`config.mk`:
```
export PLATFORM = sky130hd
export DESIGN_NAME = msi_evq_writer
export DESIGN_NICKNAME = d
export VERILOG_FILES = /design/src/rtl/msi_evq_pkg.sv /design/src/rtl/msi_evq_route.sv /design/src/rtl/msi_evq_ring.sv /design/src/rtl/msi_evq_writer.sv
export SDC_FILE = /design/constraint.sdc
export NUM_CORES = 1
export LEC_CHECK = 0
export CORE_MARGIN = 4
export CORE_UTILIZATION = 40
export DETAILED_ROUTE_END_ITERATION = 16
export MAX_ROUTING_LAYER = met4
export PLACE_DENSITY = 0.7
export SYNTH_ARGS = -nofsm -noshare
export SYNTH_HDL_FRONTEND = slang
export SYNTH_HIERARCHICAL = 1
export SYNTH_SLANG_ARGS = --single-unit
```
`constraint.sdc`:
```
create_clock -name clk -period 3.43 [get_ports clk]
set_clock_uncertainty 0.15 [all_clocks]
set_input_delay 0.686 -clock clk [delete_from_list [all_inputs] [get_ports clk]]
set_output_delay 0.686 -clock clk [all_outputs]
set_load 0.005 [all_outputs]
```
`src/rtl/msi_evq_pkg.sv`:
```
package msi_evq_pkg;

    // Entry write engine state
    typedef enum logic {
        WR_IDLE = 1'b0,
        WR_BUSY = 1'b1
    } wr_state_e;

    localparam int ENTRY_W   = 32;
    localparam int PAYLOAD_W = 16;

endpackage

```
`src/rtl/msi_evq_route.sv`:
```
module msi_evq_route #(
    parameter  int NUM_VEC = 64,
    parameter  int NUM_Q   = 4,
    localparam int VEC_W   = (NUM_VEC > 1) ? $clog2(NUM_VEC) : 1,
    localparam int QW      = (NUM_Q > 1) ? $clog2(NUM_Q) : 1
) (
    input  logic             clk,
    input  logic             rst_n,
    input  logic             wr_en,
    input  logic [VEC_W-1:0] wr_vec,
    input  logic [QW-1:0]    wr_q,
    input  logic [VEC_W-1:0] rd_vec,
    output logic [QW-1:0]    rd_q
);

    logic [QW-1:0] map_q [NUM_VEC];
    logic [QW-1:0] map_d [NUM_VEC];

    always_comb begin
        map_d = map_q;
        if (wr_en) begin
            map_d[wr_vec] = wr_q;
        end
    end

    always_ff @(posedge clk or negedge rst_n) begin
        if (!rst_n) begin
            for (int i = 0; i < NUM_VEC; i++) begin
                map_q[i] <= QW'(i % NUM_Q);
            end
        end else begin
            map_q <= map_d;
        end
    end

    assign rd_q = map_q[rd_vec];

endmodule

```
`src/rtl/msi_evq_ring.sv`:
```
module msi_evq_ring #(
    parameter int PTR_W  = 6,
    parameter int ADDR_W = 32
) (
    input  logic              clk,
    input  logic              rst_n,
    input  logic              adv,
    input  logic              head_we,
    input  logic [PTR_W-1:0]  head_val,
    input  logic              base_we,
    input  logic [ADDR_W-1:0] base_val,
    output logic [PTR_W-1:0]  tail,
    output logic [PTR_W-1:0]  head,
    output logic              full,
    output logic              irq,
    output logic [ADDR_W-1:0] entry_addr
);

    typedef struct packed {
        logic [PTR_W-1:0]  tail;
        logic [PTR_W-1:0]  head;
        logic [ADDR_W-1:0] base;
    } ring_t;

    ring_t ring_d, ring_q;

    always_comb begin
        ring_d = ring_q;
        if (adv) begin
            ring_d.tail = ring_q.tail + PTR_W'(1);
        end
        if (head_we) begin
            ring_d.head = head_val;
        end
        if (base_we) begin
            ring_d.base = base_val;
        end
    end

    always_ff @(posedge clk or negedge rst_n) begin
        if (!rst_n) begin
            ring_q <= '0;
        end else begin
            ring_q <= ring_d;
        end
    end

    assign tail       = ring_q.tail;
    assign head       = ring_q.head;
    assign full       = (ring_q.tail + PTR_W'(1)) == ring_q.head;
    assign irq        = ring_q.tail != ring_q.head;
    assign entry_addr = ring_q.base + ADDR_W'({ring_q.tail, 2'b00});

endmodule

```
`src/rtl/msi_evq_writer.sv`:
```
module msi_evq_writer
    import msi_evq_pkg::*;
#(
    parameter  int NUM_Q   = 4,
    parameter  int NUM_VEC = 64,
    parameter  int Q_DEPTH = 64,
    parameter  int ADDR_W  = 32,
    localparam int PTR_W   = $clog2(Q_DEPTH),
    localparam int QW      = (NUM_Q > 1) ? $clog2(NUM_Q) : 1,
    localparam int VEC_W   = (NUM_VEC > 1) ? $clog2(NUM_VEC) : 1
) (
    input  logic                   clk,
    input  logic                   rst_n,
    input  logic                   msi_valid,
    output logic                   msi_ready,
    input  logic [VEC_W-1:0]       msi_vec,
    input  logic [15:0]            msi_data,
    input  logic                   route_we,
    input  logic [VEC_W-1:0]       route_vec,
    input  logic [QW-1:0]          route_q,
    input  logic                   base_we,
    input  logic [QW-1:0]          base_sel,
    input  logic [ADDR_W-1:0]      base_addr,
    input  logic                   head_we,
    input  logic [QW-1:0]          head_sel,
    input  logic [PTR_W-1:0]       head_ptr,
    output logic                   mem_req,
    output logic [ADDR_W-1:0]      mem_addr,
    output logic [31:0]            mem_wdata,
    input  logic                   mem_ack,
    output logic [NUM_Q*PTR_W-1:0] tail_ptrs,
    output logic [NUM_Q-1:0]       irq
);

    typedef struct packed {
        wr_state_e         st;
        logic [QW-1:0]     q;
        logic [ADDR_W-1:0] addr;
        logic [31:0]       data;
    } wr_t;

    wr_t wr_d, wr_q;

    logic [QW-1:0]          route_sel;
    logic [NUM_Q-1:0]       q_full;
    logic [NUM_Q-1:0]       q_adv;
    logic [PTR_W-1:0]       q_tail [NUM_Q];
    logic [PTR_W-1:0]       q_head [NUM_Q];
    logic [ADDR_W-1:0]      q_addr [NUM_Q];
    logic [NUM_Q*PTR_W-1:0] head_flat;

    msi_evq_route #(
        .NUM_VEC (NUM_VEC),
        .NUM_Q   (NUM_Q)
    ) u_route (
        .clk    (clk),
        .rst_n  (rst_n),
        .wr_en  (route_we),
        .wr_vec (route_vec),
        .wr_q   (route_q),
        .rd_vec (msi_vec),
        .rd_q   (route_sel)
    );

    for (genvar g = 0; g < NUM_Q; g++) begin : g_ring
        msi_evq_ring #(
            .PTR_W  (PTR_W),
            .ADDR_W (ADDR_W)
        ) u_ring (
            .clk        (clk),
            .rst_n      (rst_n),
            .adv        (q_adv[g]),
            .head_we    (head_we && (head_sel == QW'(g))),
            .head_val   (head_ptr),
            .base_we    (base_we && (base_sel == QW'(g))),
            .base_val   (base_addr),
            .tail       (q_tail[g]),
            .head       (q_head[g]),
            .full       (q_full[g]),
            .irq        (irq[g]),
            .entry_addr (q_addr[g])
        );
        assign tail_ptrs[g*PTR_W +: PTR_W] = q_tail[g];
        assign head_flat[g*PTR_W +: PTR_W] = q_head[g];
    end

    always_comb begin
        wr_d      = wr_q;
        q_adv     = '0;
        msi_ready = (wr_q.st == WR_IDLE) && !q_full[route_sel];
        case (wr_q.st)
            WR_IDLE: begin
                if (msi_valid && msi_ready) begin
                    wr_d.st   = WR_BUSY;
                    wr_d.q    = route_sel;
                    wr_d.addr = q_addr[route_sel];
                    wr_d.data = {PAYLOAD_W'(msi_vec), msi_data};
                end
            end
            WR_BUSY: begin
                if (mem_ack) begin
                    q_adv[wr_q.q] = 1'b1;
                    wr_d.st       = WR_IDLE;
                end
            end
            default: wr_d.st = WR_IDLE;
        endcase
    end

    always_ff @(posedge clk or negedge rst_n) begin
        if (!rst_n) begin
            wr_q <= '{st: WR_IDLE, q: '0, addr: '0, data: '0};
        end else begin
            wr_q <= wr_d;
        end
    end

    assign mem_req   = (wr_q.st == WR_BUSY);
    assign mem_addr  = wr_q.addr;
    assign mem_wdata = wr_q.data;

endmodule

```
Yosys cells after proc, flatten, opt, wreduce, memory -nomap -nowiden
Cells that the tools add are included.
{"block": "word_totals", "mem_bits_ro": 0, "latch_bits": 0, "register_bits": 361, "n_memories": 0, "out_inout_bits": 94, "input_bits": 79, "word_cells": 147, "mem_bits_rw": 0}
{"block": "op_classes", "multipliers": 0, "mux": 18, "addsub": 8, "shift": 0, "bitwise_logic": 4, "n_eq_ne": 14, "order_cmp": 7, "reduce_logical": 16, "n_div": 0}
{"cell": "$add 32x8->32", "count": 4}
{"cell": "$bwmux 128", "count": 1}
{"cell": "$mux 67", "count": 1}
{"cell": "$bmux 32 s2", "count": 1}
{"cell": "$mux 32", "count": 2}
{"cell": "$add 6x1->6 const B", "count": 4}
{"cell": "$eq 6x6->1", "count": 4}
{"cell": "$ne 6x6->1", "count": 4}
{"cell": "$ge 7x7->1 const B", "count": 2}
{"cell": "$not 6->7", "count": 2}
{"cell": "$bmux 2 s6", "count": 1}
{"cell": "$demux 2 s6", "count": 1}
{"cell": "$logic_and 1x1->1", "count": 12}
{"cell": "$eq 2x2->1 const B", "count": 4}
{"cell": "$mux 4", "count": 2}
{"cell": "$lt 7x1->1 const B", "count": 1}
{"cell": "$lt 2x3->1 const B", "count": 2}
{"cell": "$mux 2", "count": 3}
{"cell": "$eq 2x1->1 const B", "count": 2}
{"cell": "$logic_not 2->1", "count": 2}
{"cell": "$ge 3x3->1 const B", "count": 1}
{"cell": "$mux 1", "count": 3}
{"cell": "$not 2->3", "count": 1}
{"cell": "$bmux 1 s2", "count": 1}
{"cell": "6 further kinds", "count": 6}

Depth between registers and ports, before layout
Gate-level depths: netlist of run 1.
{"block": "depth", "depth_word": 11, "mapped_depth": 15, "mapped_depth_nobuf": 10}

Cells and area by module
The synthesis of run 1 kept the hierarchy.
{"mod": "msi_evq_ring (g_ring[0].u_ring ...)", "cells_each": 245, "area_per_inst_um2": 2628.8, "seq_area_each_um2": 1101.1, "n_inst": 3}
{"mod": "msi_evq_route", "cells_each": 499, "area_per_inst_um2": 6444.9, "seq_area_each_um2": 3283.1, "n_inst": 1}
{"mod": "msi_evq_writer", "cells_each": 253, "area_per_inst_um2": 3697.3, "seq_area_each_um2": 1426.4, "n_inst": 1}
{"mod": "msi_evq_ring (g_ring[2].u_ring)", "cells_each": 239, "area_per_inst_um2": 2640.0, "seq_area_each_um2": 1101.1, "n_inst": 1}

Worst setup path after synthesis of run 1
No wires, ideal clock.
{"block": "synth_path", "path_kind": "input to output", "startpoint": "input msi_vec[1]", "endpoint": "output msi_ready", "n_path_buf": 3, "stages": 11, "t_required_ps": 2594, "setup_slack_ps": -145, "arrival_ps": 2739, "path_cell_list": "buf_6 -> buf_12 -> mux4_1 -> mux2i_1 -> a21oi_1 -> o211ai_1 -> o21ai_1 -> buf_2 -> mux2_2 -> or2_2 -> a21oi_1"}
{"block": "synth_between", "elab_chain_cells": 8}
{"element": "start, declared", "line_no": "msi_evq_writer.sv:16", "source": "input logic [VEC_W-1:0] msi_vec,"}
{"element": "$not 6->7 (implied by the code)", "line_no": "msi_evq_route.sv:36", "source": "assign rd_q = map_q[rd_vec];"}
{"element": "$bmux 2 s6", "line_no": "msi_evq_route.sv:36"}
{"element": "$mux 2 (implied by the code) (2 in series)", "line_no": "msi_evq_route.sv:36"}
{"element": "via route_sel[1]", "line_no": "msi_evq_writer.sv:44", "source": "logic [QW-1:0] route_sel;"}
{"element": "$bmux 1 s2", "line_no": "msi_evq_writer.sv:90", "source": "msi_ready = (wr_q.st == WR_IDLE) && !q_full[route_sel];"}
{"element": "$mux 1 (implied by the code)", "line_no": "msi_evq_writer.sv:90"}
{"element": "$logic_not 1->1", "line_no": "msi_evq_writer.sv:90"}
{"element": "$logic_and 1x1->1", "line_no": "msi_evq_writer.sv:90"}
{"element": "end, declared", "line_no": "msi_evq_writer.sv:15", "source": "output logic msi_ready,"}
The timed path passes the listed nets, and every way through them passes these cells. The select of a mux whose other input is x is not followed.

Worst setup path in the final report of run 1
Same ends and word-level chain as after synthesis.

==> reports/metrics.csv, run 1 <==
metric,value,unit
Placer Congestion,0.882,
Num CTS Buffers,42,
combinational group share of total power,34.0,%
I/O Pins,173,
Die X,234,um
"Slew Viols, Final",0,
H-tree Lvls,2,
CTS Sinks,361,
Crit Reg-Reg Startpoint,u_route/map_q[90]$_DFFE_PN0P_,
RSZ-0062 raised after global routing,true,
Overall Global Routing Usage,19.1,%
first-pass GRT wire length,81100,um
gr ovfl total,0,
hold_ws,0.342,ns
clk root buf,clkbuf_16,
Power per Cell Area,662,mW/mm^2
kind of critical path,input pin to output pin,
Worst Path Required,2.59,ns
Crit path arrival time,2.96,ns
Worst Setup SP,msi_vec[1],
Final nets,1979,
Worst setup SP type,input pin,
row count,82,
MaxCap Viol Count,0,
setup tns final,-8.62,ns
clock network power share,28.4,%
Die Y,234,um
"Avg Cell Area, Syn",12.0,um^2
DRC Markers,0,
Pint,0.0114,W
vias in the first global route,14600,
Worst Path Max Fanout,6,
Tcrit/Tclk final,111,%
largest net degree at the start of global routing,79,
Die ar.,0.0549,mm^2
initial antenna violation count,1,
routed vias,13800,
Post-DRT Antenna Nets,0,
max frequency,263,MHz
run status,"complete, but fails checks",
Ys Warns,6,
crit end category,output pin,
Post-Synthesis Cells,1702,
CTS tree,built,
switching part of the total,30.4,%
final core occ,49.3,%
clk_lat worst skew,0.57,ns
final-report setup violation count,56,
drt first pass iters,5,
initial drt markers,938,
fillers,4402,
switching pwr,0.00500,W
CORE AREA,0.0504,mm^2
Starting Density,40.7,%
Hold WC Path Type,flip-flop to flip-flop,
Final Hold Vio Count,0,
PnR Total Power,0.0164,W
Max clock buf depth,3,
Seq pwr share,37.7,%
Max VDD drop,0.414,mV
Slew headroom,45.0,%
pre-CTS WS,-1.01,ns
worst hold start,mem_wdata[6]$_DFFE_PN0P_,
vias per inst,5.37,
violated checks,setup timing,
Area Growth Syn to Fin,21.3,%
Port Buffers,162,
Leakage,10.5,nW
total routed wirelength,52200,um
synthesized area,0.0205,mm^2
Final HPWL DP,35800,um
worst slew pin tran,0.819,ns
crit path time final,3.80,ns
Setup WS post-layout,-0.366,ns
Clock Pin Slew Worst Setup and Hold Paths,0.06,ns
drt wl/cell,20.3,um
share of cells above drive strength 1,35.9,%
==> metal layers <==
layer	up-vias	GRT usage, %	share of wire (%)
met5	-	-	0
met4	0	4.95	1.9
met3	83	3.21	5.4
met2	363	32.7	51
met1	7096	23.6	42
li1	6293	-	-
==> path summary, 6_finish.rpt <==
| check | cells after the start | end | slack [ns] |
|---|---|---|---|
| worst min register to register | 1 | mem_wdata[6]$_DFFE_PN0P_ | 0.34 |
| min in group asynchronous | 2 | g_ring[0].u_ring/tail[2]$_DFFE_PN0P_ | 0.54 |
| worst max register to register | 13 | mem_addr[14]$_DFFE_PN0P_ | -0.07 |
| worst min-delay path | 1 | mem_wdata[6]$_DFFE_PN0P_ | 0.34 |
| max in group asynchronous | 3 | u_route/map_q[123]$_DFFE_PN1P_ | 1.71 |
| worst max-delay path | 10 | msi_ready | -0.37 |
==> power groups by stage <==
stage	clock, W	combinational [W]	sequential, W
2_1_floorplan	0	0.00383	0.00594
3_3_place_gp	0	0.00504	0.00619
3_5_place_dp	0	0.00517	0.00623
4_1_cts	0.00478	0.00533	0.00617
5_1_grt	0.00496	0.00603	0.00633
6_report	0.00466	0.00559	0.00619
==> cell type report <==
| class | instances | area [um^2] | share of cell area, % |
|---|---|---|---|
| diodes | 1 | 2.50 | 0.0101 |
| clock buffers | 62 | 1220 | 4.89 |
| clock inverters | 16 | 245 | 0.987 |
| inverters | 27 | 101 | 0.408 |
| multi-input cells | 1155 | 10300 | 41.4 |
| flip-flops and latches | 361 | 9110 | 36.7 |
| well taps | 672 | 841 | 3.38 |
| repair buffers | 281 | 3040 | 12.2 |
==> critical path, stage by stage <==
cell	delay [ns]
buf_8	0.10
buf_12	0.13
mux4_2	0.50
mux2_4	0.27
o211ai_1	0.31
o21ai_4	0.14
mux2_4	0.32
or2_4	0.24
a21oi_4	0.13
buf_2	0.13
==> placed cells by master, fill, tap and decap left out, drive strengths merged, types with 50 or more instances in the layout <==
| cell type | instances |
|---|---|
| buf | 114 |
| clkbuf | 68 |
| clkdlybuf4s50 | 157 |
| dfrtp | 297 |
| dfstp | 64 |
| mux2 | 328 |
| nand2 | 130 |
| nand3 | 50 |
| nor2 | 88 |
| xnor2 | 102 |
| xor2 | 61 |
==> stage by stage <==
stage	cells	area, um^2
after floorplan	1711	20500
after global placement	2465	22700
after detailed placement	2465	22700
after CTS	2555	24400
after global routing	2575	24800
final	2575	24800
==> what timing repair did <==
item	CTS	global route
gates cloned	5	6
hold buffers	1	0
setup buffers	6	13
endpoints found under the setup margin	56	56
gates resized for setup	28	40
hold endpoints to repair	58	0
pin swaps	7	4
==> state kept, by name (all words and copies together), names as in the netlist <==
signal and flops:
wr_q 2, g_ring.u_ring/head 24, mem_req 1, u_route/map_q 128, mem_addr 32, g_ring.u_ring/ring_q 128
g_ring.u_ring/tail 24, mem_wdata 22
(Power assumes the default switching activity.)
==> run 2: changes to the inputs <==
- CORE_MARGIN: 4 -> unset
- CORE_UTILIZATION: 40 -> 49
- PLACE_DENSITY: 0.7 -> 0.81
- REMOVE_ABC_BUFFERS: unset -> 1
==> reports/metrics.csv, run 2 (synthesis gave the netlist of run 1 again) <==
metric,value,unit,change
run status,"complete, but fails checks",,
violated checks,"DRC, setup timing",,
CORE AREA,0.0410,mm^2,-19%
Final Hold Vio Count,0,,unchanged
Overall Global Routing Usage,25.5,%,+6.4 points
Num CTS Buffers,40,,-4.8%
initial antenna violation count,2,,+1
Placer Congestion,0.883,,about the same
share of cells above drive strength 1,35.1,%,-0.72 points
total routed wirelength,52600,um,+0.79%
kind of critical path,flip-flop to output pin,,
Die Y,206,um,-12%
setup tns final,-0.313,ns,+8.30 ns
worst slew pin tran,0.698,ns,-0.121 ns
CTS tree,built,,
CTS Sinks,361,,unchanged
Crit path arrival time,2.91,ns,-0.05 ns
row count,74,,-9.8%
MaxCap Viol Count,0,,unchanged
Bufs and invs on worst path,1,,-2
Slew headroom,53.3,%,+8.3 points
Port Buffers,162,,unchanged
RSZ-0062 raised after global routing,true,,
dominant delay contributor by cell family on the critical path,multiplexers,,
max frequency,267,MHz,+1.4%
initial drt markers,1043,,+11%
Worst Path Max Fanout,2,,-4
I/O Pins,173,,unchanged
drt wl/cell,21.6,um,+6.5%
Max clock buf depth,3,,unchanged
clk_lat worst skew,0.57,ns,about the same
Crit-path slowest cell,mux4_2,,
vias per inst,5.78,,+7.5%
"commonest cells after routing, fill and taps aside","dfrtp_1, mux2_2, clkdlybuf4s50_1, nand2_1, xnor2_1",,
Leakage,10.5,nW,-0.50%
crit end category,output pin,,
R2R cell count,12,,-1
final core occ,59.7,%,+10 points
Die ar.,0.0426,mm^2,-22%
drt first pass iters,11,,+6
CP dominant cell by count,mux2_4,,
"commonest non-fill, non-tap cell in the layout",dfrtp_1,,
Starting Density,50.0,%,+9.3 points
clk root buf,clkbuf_16,,
CP peak stage delay,0.46,ns,-0.04 ns
Setup WS post-layout,-0.313,ns,+0.0533 ns
worst path cell trace,mux4_2 -> mux2_4 -> o211ai_1 -> o21ai_4 -> mux2_4 -> or2_4 -> a21oi_4 -> buf_2,,
Hold WC Path Type,flip-flop to flip-flop,,
Power per Cell Area,662,mW/mm^2,about the same
final-report setup violation count,1,,-98%
largest net degree at the start of global routing,99,,+25%
Final nets,1984,,+0.25%
Clock Pin Slew Worst Setup and Hold Paths,0.06,ns,about the same
vias in the first global route,14900,,+1.9%
Die X,206,um,-12%
Worst Path Required,2.59,ns,about the same
Max VDD drop,0.455,mV,+10%
first-pass GRT wire length,81100,um,about the same
routed vias,14100,,+1.8%
crit path time final,3.74,ns,-0.0533 ns
WHS Path Cells,1,,unchanged
DRC Markers,6,,+6
"Slew Viols, Final",0,,unchanged
critical path depth in cells,8,,-2
Area Growth Syn to Fin,19.5,%,
H-tree Lvls,2,,unchanged
Post-DRT Antenna Nets,0,,unchanged
Final HPWL DP,35200,um,-1.6%
gr ovfl total,0,,unchanged
Worst setup SP type,flip-flop,,
Tcrit/Tclk final,109,%,-1.6 points
-- run 2: cell count changes in the layout (fill, tap and decap cells not counted), moves of 6 or more --
cell and delta:
buf_4 +16, buf_12 -6, mux2_4 -11, mux2_1 +11
-- run 2: path summary, 6_finish.rpt --
path | slack, ns | to | startpoint
max | -0.31 | msi_ready | u_route/map_q[79]$_DFFE_PN0P_
min | 0.34 | mem_wdata[11]$_DFFE_PN0P_ | mem_wdata[11]$_DFFE_PN0P_
max reg2reg | 0.08 | mem_wdata[2]$_DFFE_PN0P_ | u_route/map_q[82]$_DFFE_PN0P_
min reg2reg | 0.34 | mem_wdata[11]$_DFFE_PN0P_ | mem_wdata[11]$_DFFE_PN0P_
max in group asynchronous | 1.77 | mem_addr[12]$_DFFE_PN0P_ | rst_n
min in group asynchronous | 0.49 | u_route/map_q[110]$_DFFE_PN0P_ | rst_n
-- run 2: layer usage --
| layer | share of wire (%) | track usage (%) | vias up | wire length (um) |
|---|---|---|---|---|
| li1 | - | - | 6293 | - |
| met1 | 41 | 30.8 | 7178 | 21400 |
| met2 | 50 | 43.0 | 463 | 26500 |
| met3 | 5.3 | 3.37 | 149 | 2760 |
| met4 | 3.7 | 10.5 | 0 | 1940 |
| met5 | 0 | - | - | 0 |
-- run 2: timing repair --
item                                    CTS  global route
endpoints found under the setup margin   56            41
hold buffers                              1             0
buffers inserted                          9            16
gates cloned                              6             4
pin swaps                                 6            11
hold endpoints to repair                 12             0
gates resized for setup                  33            27
-- run 2: final cells by class --
class                      instances  area (um^2)
fill                            3137        16500
clock inverter                    15          186
tap                              532          666
clock buffer                      58         1170
sequential                       361         9110
antenna                            2         5.00
multi-input combinational       1155        10300
inverter                          27          101
timing repair buffer             288         2960
-- run 2: stage by stage --
| step | hold slack [ns] | instance area, um^2 | total power, W | instances | setup WS, ns |
|---|---|---|---|---|---|
| floorplan | 0.240 | 19400 | 0.00900 | 1543 | -1.81 |
| global placement | 0.316 | 22500 | 0.0112 | 2329 | -1.04 |
| detailed placement | 0.328 | 22500 | 0.0114 | 2329 | -1.03 |
| CTS | 0.341 | 24200 | 0.0161 | 2417 | -0.363 |
| global route | 0.356 | 24500 | 0.0170 | 2438 | -0.392 |
| finish | 0.337 | 24500 | 0.0162 | 2438 | -0.313 |
-- run 2: power breakdown --
part,internal [W],switching [W]
Combinational,0.00328,0.00229
Clock,0.00268,0.00177
Sequential,0.00532,0.000871
==> run 3: changes to the inputs <==
- PLACE_DENSITY: 0.81 -> 0.78
- clock period: 3.43 -> 4.7 ns (I/O delays scaled with it)
==> reports/metrics.csv, run 3 (synthesis gave the netlist of run 1 again) <==
metric,value,unit,change
Seq pwr share,40.5,%,+2.3 points
gr ovfl total,0,,unchanged
Placer Congestion,0.921,,+4.3%
Worst setup SP type,input pin,,
Pint,0.00796,W,-29%
total routed wirelength,48900,um,-7.1%
"Slew Viols, Final",0,,unchanged
first-pass GRT wire length,77100,um,-4.9%
worst slew pin tran,1.12,ns,+0.424 ns
Multi-input gate area,0.0102,mm^2,-0.93%
Post-DRT Antenna Nets,0,,unchanged
Final nets,1902,,-4.1%
Die Y,206,um,unchanged
"commonest cells after routing, fill and taps aside","dfrtp_1, mux2_2, clkdlybuf4s50_1, nand2_1, xnor2_1",,
crit end category,output pin,,
Crit path arrival time,3.37,ns,+0.46 ns
final-report setup violation count,0,,-1
Hold WC Path Type,input pin to async pin,,
row count,74,,unchanged
Tcrit/Tclk final,94.9,%,
R2R cell count,10,,-2
initial antenna violation count,2,,unchanged
Power per Cell Area,485,mW/mm^2,-27%
Port Buffers,162,,unchanged
I/O Pins,173,,unchanged
vias per inst,5.76,,-0.31%
clock network power share,28.6,%,+1.2 points
Overall Global Routing Usage,24.1,%,-1.4 points
Max clock buf depth,3,,unchanged
combinational group share of total power,30.9,%,-3.5 points
clk root buf,clkbuf_16,,
vias in the first global route,14200,,-4.4%
routed vias,13600,,-3.6%
hold buffers post-CTS,0,,-1
switching pwr,0.00341,W,-31%
fillers,3318,,+5.8%
Register Area,0.00911,mm^2,about the same
CTS Sinks,361,,unchanged
initial drt markers,839,,-20%
Die ar.,0.0426,mm^2,unchanged
Final Non-Filler Cells,2357,,-3.3%
Starting Density,50.0,%,unchanged
Die X,206,um,unchanged
drt first pass iters,12,,+1
Clock Pin Slew Worst Setup and Hold Paths,0.06,ns,about the same
MaxCap Viol Count,0,,unchanged
Post-DP Area,0.0221,mm^2,-1.7%
switching part of the total,30.0,%,-0.44 points
Area Growth Syn to Fin,14.6,%,
max frequency,224,MHz,
Final Hold Vio Count,0,,unchanged
Max VDD drop,0.317,mV,-30%
drt wl/cell,20.7,um,-3.9%
Leakage,9.96,nW,-4.8%
Final Instance Area,0.0235,mm^2,-4.1%
kind of critical path,input pin to output pin,,
CORE AREA,0.0410,mm^2,unchanged
violated checks,DRC,,
Worst Path Required,3.61,ns,+1.02 ns
Final HPWL DP,34600,um,-1.8%
"commonest non-fill, non-tap cell in the layout",dfrtp_1,,
placed insts,2281,,-2.1%
DRC Markers,5,,-1
share of cells above drive strength 1,30.7,%,-4.4 points
run status,"complete, but fails checks",,
Slew headroom,25.0,%,-28 points
Worst Path Max Fanout,12,,+10
RSZ-0062 raised after global routing,false,,
crit path time final,4.46,ns,
Num CTS Buffers,40,,unchanged
hold_ws,0.303,ns,-0.0340 ns
CTS tree,built,,
H-tree Lvls,2,,unchanged
largest net degree at the start of global routing,104,,+5.1%
postcts setup bufs,0,,-9
clk_lat worst skew,0.56,ns,about the same
## run 3: power groups by stage
stage	clock network (W)	logic (W)	registers (W)
2_1_floorplan	0	0.00213	0.00444
6_report	0.00326	0.00351	0.00461
3_5_place_dp	0	0.00351	0.00465
5_1_grt	0.00344	0.00380	0.00471
4_1_cts	0.00333	0.00353	0.00461
3_3_place_gp	0	0.00340	0.00462
## run 3: metal layers
layer  wire (um)  vias up  GRT usage [%]  part of all wire [%]
met3        2570       76           3.66                   5.2
met2       25000      352           40.5                    51
li1            -     6140              -                     -
met4        1110        0           7.98                   2.3
met1       20200     7005           29.7                    41
met5           0        -              -                     0
## run 3: per-stage QoR
stage	power [W]	TNS (ns)	utilization (%)	setup WS, ns
finish	0.0114	0	57.2	0.240
global route	0.0120	0	57.2	0.0269
CTS	0.0115	0	57.2	0.0887
detailed placement	0.00816	-0.172	53.9	-0.172
global placement	0.00803	-0.186	53.9	-0.186
floorplan	0.00657	-41.88	-	-0.798
## run 3: critical path, stage by stage
cell and delay (ns):
clkdlybuf4s50_1 0.47, buf_6 0.15, nor2_1 0.09, a22oi_1 0.19
nand3_1 0.10, o21ai_0 0.13, o21ai_0 0.11, buf_4 0.16
o21ai_4 0.07, mux2_2 0.39, or2_2 0.28, a21oi_1 0.14
clkbuf_2 0.14
## run 3: what timing repair did
action / in CTS / in global routing
resized for setup: 1 / 3
setup endpoints to repair: 1 / 1
endpoints found under the hold margin: 0 / 0
pin swaps: 0 / 1
## run 3: layout make-up
class | count | share of cell area [%]
Clock buffer | 64 | 5.12
Inverter | 27 | 0.432
Clock inverter | 10 | 0.687
Multi-Input combinational cell | 1155 | 43.4
Timing Repair Buffer | 206 | 8.71
Sequential cell | 361 | 38.8
Antenna cell | 2 | 0.0213
Tap cell | 532 | 2.83
## run 3: final timing paths
check	from	end	slack [ns]
min in group clk	mem_wdata[5]$_DFFE_PN0P_	mem_wdata[5]$_DFFE_PN0P_	0.34
worst max-delay path	msi_vec[0]	msi_ready	0.24
max in group asynchronous	rst_n	u_route/map_q[27]$_DFFE_PN1P_	3.07
worst max register to register	g_ring[1].u_ring/tail[0]$_DFFE_PN0P_	mem_addr[20]$_DFFE_PN0P_	1.21
worst min-delay path	rst_n	u_route/map_q[86]$_DFFE_PN0P_	0.30
worst min register to register	mem_wdata[5]$_DFFE_PN0P_	mem_wdata[5]$_DFFE_PN0P_	0.34
